$ cat src/rtl/trap_save_pkg.sv
`timescale 1ns/1ps
package trap_save_pkg;
  localparam int PS_W = 13;
  localparam int HS_W = 11;
  localparam int TY_W = 9;
  localparam int ST_W = 43;
  localparam int PC_W = 64;

  // status word bit positions
  localparam int PS_IE   = 1;
  localparam int PS_PRIV = 2;
  localparam int PS_AM   = 3;
  localparam int PS_PEF  = 4;
  localparam int PS_TLE  = 8;
  localparam int PS_CLE  = 9;
  // hypervisor status bit positions
  localparam int HS_TLZ   = 0;
  localparam int HS_HPRIV = 2;
  localparam int HS_RED   = 5;
  localparam int HS_IBE   = 10;

  typedef enum logic [1:0] {
    DEST_PRIV = 2'b00,
    DEST_HYP  = 2'b01,
    DEST_RCV  = 2'b10,
    DEST_RCV2 = 2'b11
  } dest_e;

  typedef struct packed {
    logic [ST_W-1:0] status;
    logic [PC_W-1:0] pc;
    logic [PC_W-1:0] npc;
    logic [HS_W-1:0] hstat;
    logic [TY_W-1:0] ttype;
  } frame_t;
endpackage

$ cat src/rtl/trap_mode_rules.sv
`timescale 1ns/1ps
module trap_mode_rules
  import trap_save_pkg::*;
#(
  parameter int MAXGL  = 3,
  parameter int MAXPGL = 2,
  localparam int GL_W  = $clog2(MAXGL + 1)
) (
  input  logic [1:0]      dest,
  input  logic [PS_W-1:0] pstat,
  input  logic [HS_W-1:0] hstat,
  input  logic [GL_W-1:0] gl,
  output logic [PS_W-1:0] pstat_n,
  output logic [HS_W-1:0] hstat_n,
  output logic [GL_W-1:0] gl_n
);
  logic [GL_W-1:0] cap;

  always_comb begin
    cap  = (dest == DEST_PRIV) ? GL_W'(MAXPGL) : GL_W'(MAXGL);
    gl_n = (gl >= cap) ? cap : gl + 1'b1;

    pstat_n = pstat;
    hstat_n = hstat;
    if (dest[1]) begin
      pstat_n           = '0;
      pstat_n[PS_PRIV]  = pstat[PS_PRIV];
      pstat_n[PS_PEF]   = 1'b1;
      hstat_n[HS_RED]   = 1'b1;
      hstat_n[HS_HPRIV] = 1'b1;
      hstat_n[HS_IBE]   = 1'b0;
      hstat_n[HS_TLZ]   = 1'b0;
    end else begin
      pstat_n[PS_PEF] = 1'b1;
      pstat_n[PS_AM]  = 1'b0;
      pstat_n[PS_IE]  = 1'b0;
      if (dest[0]) begin
        pstat_n[PS_CLE]   = 1'b0;
        hstat_n[HS_RED]   = 1'b0;
        hstat_n[HS_HPRIV] = 1'b1;
        hstat_n[HS_IBE]   = 1'b0;
      end else begin
        pstat_n[PS_PRIV] = 1'b1;
        pstat_n[PS_CLE]  = pstat[PS_TLE];
      end
    end
  end
endmodule

$ cat src/rtl/trap_window_step.sv
`timescale 1ns/1ps
module trap_window_step
  import trap_save_pkg::*;
#(
  parameter int NWINDOWS = 8,
  localparam int CWP_W   = $clog2(NWINDOWS),
  localparam int SW      = CWP_W + 2
) (
  input  logic [TY_W-1:0]  ttype,
  input  logic [CWP_W-1:0] cwp,
  input  logic [CWP_W-1:0] cansave,
  output logic [CWP_W-1:0] cwp_n
);
  logic [SW-1:0] sum;

  always_comb begin
    if (ttype == TY_W'(9'h024))
      sum = SW'(cwp) + SW'(1);
    else if (ttype[8:6] == 3'b010)
      sum = SW'(cwp) + SW'(cansave) + SW'(2);
    else if (ttype[8:6] == 3'b011)
      sum = SW'(cwp) + SW'(NWINDOWS - 1);
    else
      sum = SW'(cwp);
    cwp_n = CWP_W'(sum % SW'(NWINDOWS));
  end
endmodule

$ cat src/rtl/trap_level_stack.sv
`timescale 1ns/1ps
module trap_level_stack
  import trap_save_pkg::*;
#(
  parameter int DEPTH = 6,
  localparam int LV_W = $clog2(DEPTH + 1)
) (
  input  logic            clk,
  input  logic            rst_n,
  input  logic            we,
  input  logic [LV_W-1:0] wr_lvl,
  input  frame_t          wr_frame,
  input  logic [LV_W-1:0] rd_lvl,
  output frame_t          rd_frame
);
  frame_t slots [DEPTH];

  always_ff @(posedge clk) begin
    if (!rst_n) begin
      for (int i = 0; i < DEPTH; i++) slots[i] <= '0;
    end else if (we && wr_lvl != '0 && int'(wr_lvl) <= DEPTH) begin
      slots[int'(wr_lvl) - 1] <= wr_frame;
    end
  end

  always_comb begin
    rd_frame = '0;
    for (int i = 0; i < DEPTH; i++)
      if (int'(rd_lvl) == i + 1) rd_frame = slots[i];
  end
endmodule

$ cat src/rtl/trap_entry_unit.sv
`timescale 1ns/1ps
module trap_entry_unit
  import trap_save_pkg::*;
#(
  parameter int NWINDOWS = 8,
  parameter int MAXTL    = 6,
  parameter int MAXGL    = 3,
  parameter int MAXPGL   = 2,
  localparam int TL_W    = $clog2(MAXTL + 1),
  localparam int GL_W    = $clog2(MAXGL + 1),
  localparam int CWP_W   = $clog2(NWINDOWS)
) (
  input  logic             clk,
  input  logic             rst_n,
  input  logic             trap_req,
  input  logic [1:0]       trap_dest,
  input  logic [TY_W-1:0]  trap_type,
  input  logic             por_req,
  input  logic [TL_W-1:0]  cur_tl,
  input  logic [GL_W-1:0]  cur_gl,
  input  logic [7:0]       cur_ccr,
  input  logic [7:0]       cur_asi,
  input  logic [PS_W-1:0]  cur_pstat,
  input  logic [HS_W-1:0]  cur_hstat,
  input  logic [CWP_W-1:0] cur_cwp,
  input  logic [CWP_W-1:0] cur_cansave,
  input  logic [PC_W-1:0]  cur_pc,
  input  logic [PC_W-1:0]  cur_npc,
  input  logic [TL_W-1:0]  rd_lvl,
  output logic [TL_W-1:0]  new_tl,
  output logic [GL_W-1:0]  new_gl,
  output logic [PS_W-1:0]  new_pstat,
  output logic [HS_W-1:0]  new_hstat,
  output logic [CWP_W-1:0] new_cwp,
  output logic             tick_lock,
  output logic             done,
  output logic [ST_W-1:0]  rd_status,
  output logic [PC_W-1:0]  rd_pc,
  output logic [PC_W-1:0]  rd_npc,
  output logic [HS_W-1:0]  rd_hstat,
  output logic [TY_W-1:0]  rd_type
);
  logic             accept;
  logic [PS_W-1:0]  ps_nx;
  logic [HS_W-1:0]  hs_nx;
  logic [GL_W-1:0]  gl_nx;
  logic [CWP_W-1:0] cwp_nx;
  logic [7:0]       gl8, cwp8;
  frame_t           frame_in, frame_out;

  assign accept = trap_req && !por_req && (int'(cur_tl) < MAXTL);

  trap_mode_rules #(.MAXGL(MAXGL), .MAXPGL(MAXPGL)) u_rules (
    .dest(trap_dest), .pstat(cur_pstat), .hstat(cur_hstat), .gl(cur_gl),
    .pstat_n(ps_nx), .hstat_n(hs_nx), .gl_n(gl_nx)
  );

  trap_window_step #(.NWINDOWS(NWINDOWS)) u_win (
    .ttype(trap_type), .cwp(cur_cwp), .cansave(cur_cansave), .cwp_n(cwp_nx)
  );

  always_comb begin
    gl8  = 8'(cur_gl);
    cwp8 = 8'(cur_cwp);
    frame_in               = '0;
    frame_in.status[42:40] = gl8[2:0];
    frame_in.status[39:32] = cur_ccr;
    frame_in.status[31:24] = cur_asi;
    frame_in.status[20:8]  = cur_pstat;
    frame_in.status[4:0]   = cwp8[4:0];
    frame_in.pc    = cur_pstat[PS_AM] ? {32'b0, cur_pc[31:0]}  : cur_pc;
    frame_in.npc   = cur_pstat[PS_AM] ? {32'b0, cur_npc[31:0]} : cur_npc;
    frame_in.hstat = cur_hstat;
    frame_in.ttype = trap_type;
  end

  trap_level_stack #(.DEPTH(MAXTL)) u_stack (
    .clk(clk), .rst_n(rst_n), .we(accept), .wr_lvl(cur_tl + 1'b1),
    .wr_frame(frame_in), .rd_lvl(rd_lvl), .rd_frame(frame_out)
  );

  assign rd_status = frame_out.status;
  assign rd_pc     = frame_out.pc;
  assign rd_npc    = frame_out.npc;
  assign rd_hstat  = frame_out.hstat;
  assign rd_type   = frame_out.ttype;

  always_ff @(posedge clk) begin
    if (!rst_n) begin
      new_tl    <= '0;
      new_gl    <= '0;
      new_pstat <= '0;
      new_hstat <= '0;
      new_cwp   <= '0;
      tick_lock <= 1'b0;
      done      <= 1'b0;
    end else begin
      done <= 1'b0;
      if (por_req) begin
        new_tl    <= TL_W'(MAXTL);
        new_gl    <= GL_W'(MAXGL);
        new_pstat <= PS_W'(13'h014);
        new_hstat <= (cur_hstat | HS_W'(11'h024)) & ~HS_W'(11'h401);
        new_cwp   <= cur_cwp;
        tick_lock <= 1'b1;
        done      <= 1'b1;
      end else if (accept) begin
        new_tl    <= cur_tl + 1'b1;
        new_gl    <= gl_nx;
        new_pstat <= ps_nx;
        new_hstat <= hs_nx;
        new_cwp   <= cwp_nx;
        done      <= 1'b1;
      end
    end
  end


  tl_step_chk: assert property (@(posedge clk) disable iff (!rst_n)
    accept |=> done && new_tl == $past(cur_tl) + 1'b1);


  top_drop_chk: assert property (@(posedge clk) disable iff (!rst_n)
    (trap_req && !por_req && int'(cur_tl) >= MAXTL) |=>
      !done && $stable(new_tl) && $stable(new_pstat) && $stable(new_cwp));


  priv_cap_chk: assert property (@(posedge clk) disable iff (!rst_n)
    (accept && trap_dest == DEST_PRIV) |=> int'(new_gl) <= MAXPGL);


  rcv_bits_chk: assert property (@(posedge clk) disable iff (!rst_n)
    (accept && trap_dest[1]) |=>
      new_hstat[HS_RED] && !new_hstat[HS_IBE] && new_pstat[PS_PEF]);


  cwp_hold_chk: assert property (@(posedge clk) disable iff (!rst_n)
    (accept && trap_type[8:6] == 3'b000 && trap_type != 9'h024) |=>
      new_cwp == $past(cur_cwp));


  por_load_chk: assert property (@(posedge clk) disable iff (!rst_n)
    por_req |=> tick_lock && done && int'(new_tl) == MAXTL);
endmodule

$ cat config.mk
export PLATFORM = sky130hd
export DESIGN_NAME = trap_entry_unit
export DESIGN_NICKNAME = d
export VERILOG_FILES = /design/src/rtl/trap_save_pkg.sv /design/src/rtl/trap_mode_rules.sv /design/src/rtl/trap_window_step.sv /design/src/rtl/trap_level_stack.sv /design/src/rtl/trap_entry_unit.sv
export SDC_FILE = /design/constraint.sdc
export NUM_CORES = 2
export LEC_CHECK = 0
export BUFFER_PORTS_ARGS = -buffer_cell sky130_fd_sc_hd__buf_2
export CELL_PAD_IN_SITES_DETAIL_PLACEMENT = 0
export CELL_PAD_IN_SITES_GLOBAL_PLACEMENT = 1
export CORE_MARGIN = 8
export CORE_UTILIZATION = 45
export CTS_CLUSTER_DIAMETER = 200
export DETAILED_ROUTE_END_ITERATION = 8
export GPL_TIMING_DRIVEN = 0
export PLACE_DENSITY_LB_ADDON = 0.05
export RECOVER_POWER = 50
export SKIP_CTS_REPAIR_TIMING = 1
export SYNTH_ARGS = -nofsm -noshare
export SYNTH_HDL_FRONTEND = slang
export SYNTH_SLANG_ARGS = --single-unit
export TNS_END_PERCENT = 30
$ cat constraint.sdc
create_clock -name clk -period 8.4 [get_ports clk]
set_input_delay 1.68 -clock clk [delete_from_list [all_inputs] [get_ports clk]]
set_output_delay 1.68 -clock clk [all_outputs]
set_load 0.01 [all_outputs]
==> metrics.cfg <==
[drt]
ant_nets=0
dr.pass1.iters=5
viasPerCell=5.505
avgRoutedWirePerCell_um=26.70
routed_wl_um=164300
drt_iter0_markers=2750
drc=0
num_vias=33870

[global_route]
grt_max_degree=53
antenna_found_initial=27
grt_pass1_wl_um=233000
grt.busiest_layer=met2
met3_usage_pct=5.225
grt_use_total_pct=25.94
grt_pass1_vias=33930
grtUsageMet2_pct=42.48
grt_overflow=0
grtUsageMet1_pct=34.30

[min_path]
min-delay-start=new_pstat[5]$_SDFFE_PP0N_
timing.hold.worst_endpoint=new_pstat[5]$_SDFFE_PP0N_
hold-path-cell-count=2
min_path_type=flop to flop

[place]
pre_cts_ws_ns=1.223
hpwl_um=109100
portBuffers=405
gp_routability_congestion=0.8040

[critical_path]
crit_path_start_kind=input port
crit_path_start=cur_tl[1]
reg2reg_depth=3
slowest_stage=clkdlybuf4s25_1
cp.arrival_ns=7.88
cp_num_buf_inv=6
path_common_cell=clkbuf_1
critical_path.max_fanout=44
crit_type=input port to flop
r2r-start=new_tl[1]$_SDFFE_PN0P_
regToRegSetupSlack_ns=7.52
critPathTopFamily=buffers and inverters
crit_chain=clkbuf_1, inv_1, ha_1, clkbuf_1, nor2_1, a2111oi_0, and2_0, and4bb_1, clkbuf_1, nand2b_1, clkdlybuf4s25_1, buf_16
timing.rr.end=new_tl[1]$_SDFFE_PN0P_
required_ns=8.76
critical-path-max-stage-delay_ns=2.26
crit_path_end_kind=flop

[sta]
hold_viol=0
fin_crit_ns=7.515
postLayoutSetupSlackWorst_ns=0.8846
relSlewSlack_pct=-144.8
timing.final.crit_share_pct=89.47
fin_skew_ns=0
fin_tns_setup_ns=0
grt_setup_unrepaired=false
clock.fmax_mhz=133.1
worst_slew_pin_slew_ns=3.673
setup_viol_count_final=0
slew_viol_final=182

[clock_network]
htree_levels=3
clk_path_buf_depth=3
clk_pin_slew_worst_paths_ns=0.06
clock-sinks=1124
clock_latency_ns=0.70
cts_root_buffer=clkbuf_16
cts_tree=yes
numCtsBuffers=119

[run]
drv_cap=5

[layout]
final_cell_mix=1,092 x edfxtp_1, 598 x nor2_1, 407 x buf_2
layout_commonest_cell=edfxtp_1
drive_gt1_share_pct=19.47
nNetsFinal=4748
syn_to_final_growth_pct=15.83
n_fill_cell=10000

[synthesis]
synth.top_cell.area_share_pct=64.64
synthAdderAreaFrac_pct=0.2220
synth_area_leaders=edfxtp_1 65%, nor2_1 4.4%, mux2_2 4.0%
synth_cells=3982
synth_xor_xnor_area_share_pct=0.06906
synth_top_family_by_area=simple AND/OR/NAND/NOR gates
synth_edf_count=1092
ys_types=53
netlist_area_um2=50730
ys_ff_latch=1124
ys_seq_area_share_pct=65.90
synth.mux.area_fraction_pct=7.651
synth_compound_area_share_pct=7.572
synthSimpleGateAreaFrac_pct=13.86
synthFlopType=edfxtp_1
async_flop_share_pct=0
synth_top_area_cell=edfxtp_1
yosysWarnings=0
postSynthAreaPerCell_um2=12.74

[power]
leakage_nw=21.92
ir_drop_mv=0.1426
power.density_nw_per_um2=218.6

[floorplanning]
rows=123
core_area_um2=112200
dieArea_um2=123700
die_y_um=351.8
initial_core_util_pct=45.22
die_x_um=351.8
num_io_pins=422

[outcome]
violations=capacitance limit, slew limit
status=finished, violations left

report_power, final:
group	internal (mW)	switching [mW]
sequential	6.47	0.0827
combinational	0.392	0.824
clock	2.90	2.18
cell usage after synthesis (12+ instances only):
master,count
buf_6,12
a221oi_1,181
mux2_2,182
inv_1,191
and3_1,118
dfxtp_1,32
mux2i_1,183
buf_4,29
buf_2,67
edfxtp_1,1092
and2_1,294
nand3b_1,12
nand2_1,212
clkbuf_1,181
o21ai_0,13
a21oi_1,380
nor2_1,599
nor2_4,100
final cells by class:
type	instances	area (µm²)	area share (%)
clock inverter	46	375.4	0.6388
timing repair buffer	429	2537	4.318
inverter	191	716.9	1.220
clock buffer	171	3309	5.632
tap	1500	1877	3.194
antenna	14	35.03	0.05962
sequential	1124	33430	56.89
multi-input combinational	2356	14920	25.40
buffer	321	1555	2.647
metal layers:
| metal | vias up | part of all wire [%] | routed length (µm) |
|---|---|---|---|
| met3 | 270 | 8.1 | 13250 |
| met1 | 16870 | 41 | 66940 |
| li1 | 15410 | - | - |
| met4 | 12 | 3.6 | 5862 |
| met2 | 1311 | 48 | 78120 |
| met5 | - | 0.045 | 74 |
worst register-to-register path: stages (launching register included):
cell and delay, ns:
dfxtp_1 0.43, nor2_1 0.08, a21oi_1 0.20, o21a_1 0.12
worst max-delay path by stage:
| stage | to | slack, ns | depth (start not counted) |
|---|---|---|---|
| floorplan | u_stack.slots[4][0]$_SDFFCE_PN0P_ | 0.37 | 7 |
| global placement | u_stack.slots[0][99]$_SDFFCE_PN0P_ | -5.18 | 10 |
| detailed placement | rd_npc[31] | 1.22 | 9 |
| CTS | rd_npc[31] | 1.21 | 9 |
| global route | u_stack.slots[4][105]$_SDFFCE_PN0P_ | 0.61 | 12 |
| finish | u_stack.slots[4][102]$_SDFFCE_PN0P_ | 0.88 | 12 |
per-stage QoR:
stage               cells  hold slack (ns)  cell area, µm²  util, %  power (mW)
detailed placement   5921           0.4437           55360    49.34       7.906
finish               6152           0.4544           58760    52.38       12.85
CTS                  6138           0.4535           59040    52.63       12.94
global route         6142           0.4692           58740    52.35       13.23
global placement     5897           0.4373           54670    48.73       7.961
floorplan            3992           0.4761           50770        -       7.335
kinds of logic (layout without fill, tap and decap cells):
logic type      after synthesis  count (layout)
buf+inv                     512            1158
compound gates              606             606
other cells                   1              25
xor+xnor                      4               4
simple gates               1361            1361
flops                      1124            1124
fa+ha+maj                     9               9
mux                         365             365
sequential cells by signal, summed over array words and instances (netlist names):
name,flops
done,1
new_cwp,3
new_gl,2
new_hstat,11
new_pstat,11
new_tl,3
tick_lock,1
u_stack.slots,1092
Note: power is estimated with default switching activity, not from simulation.
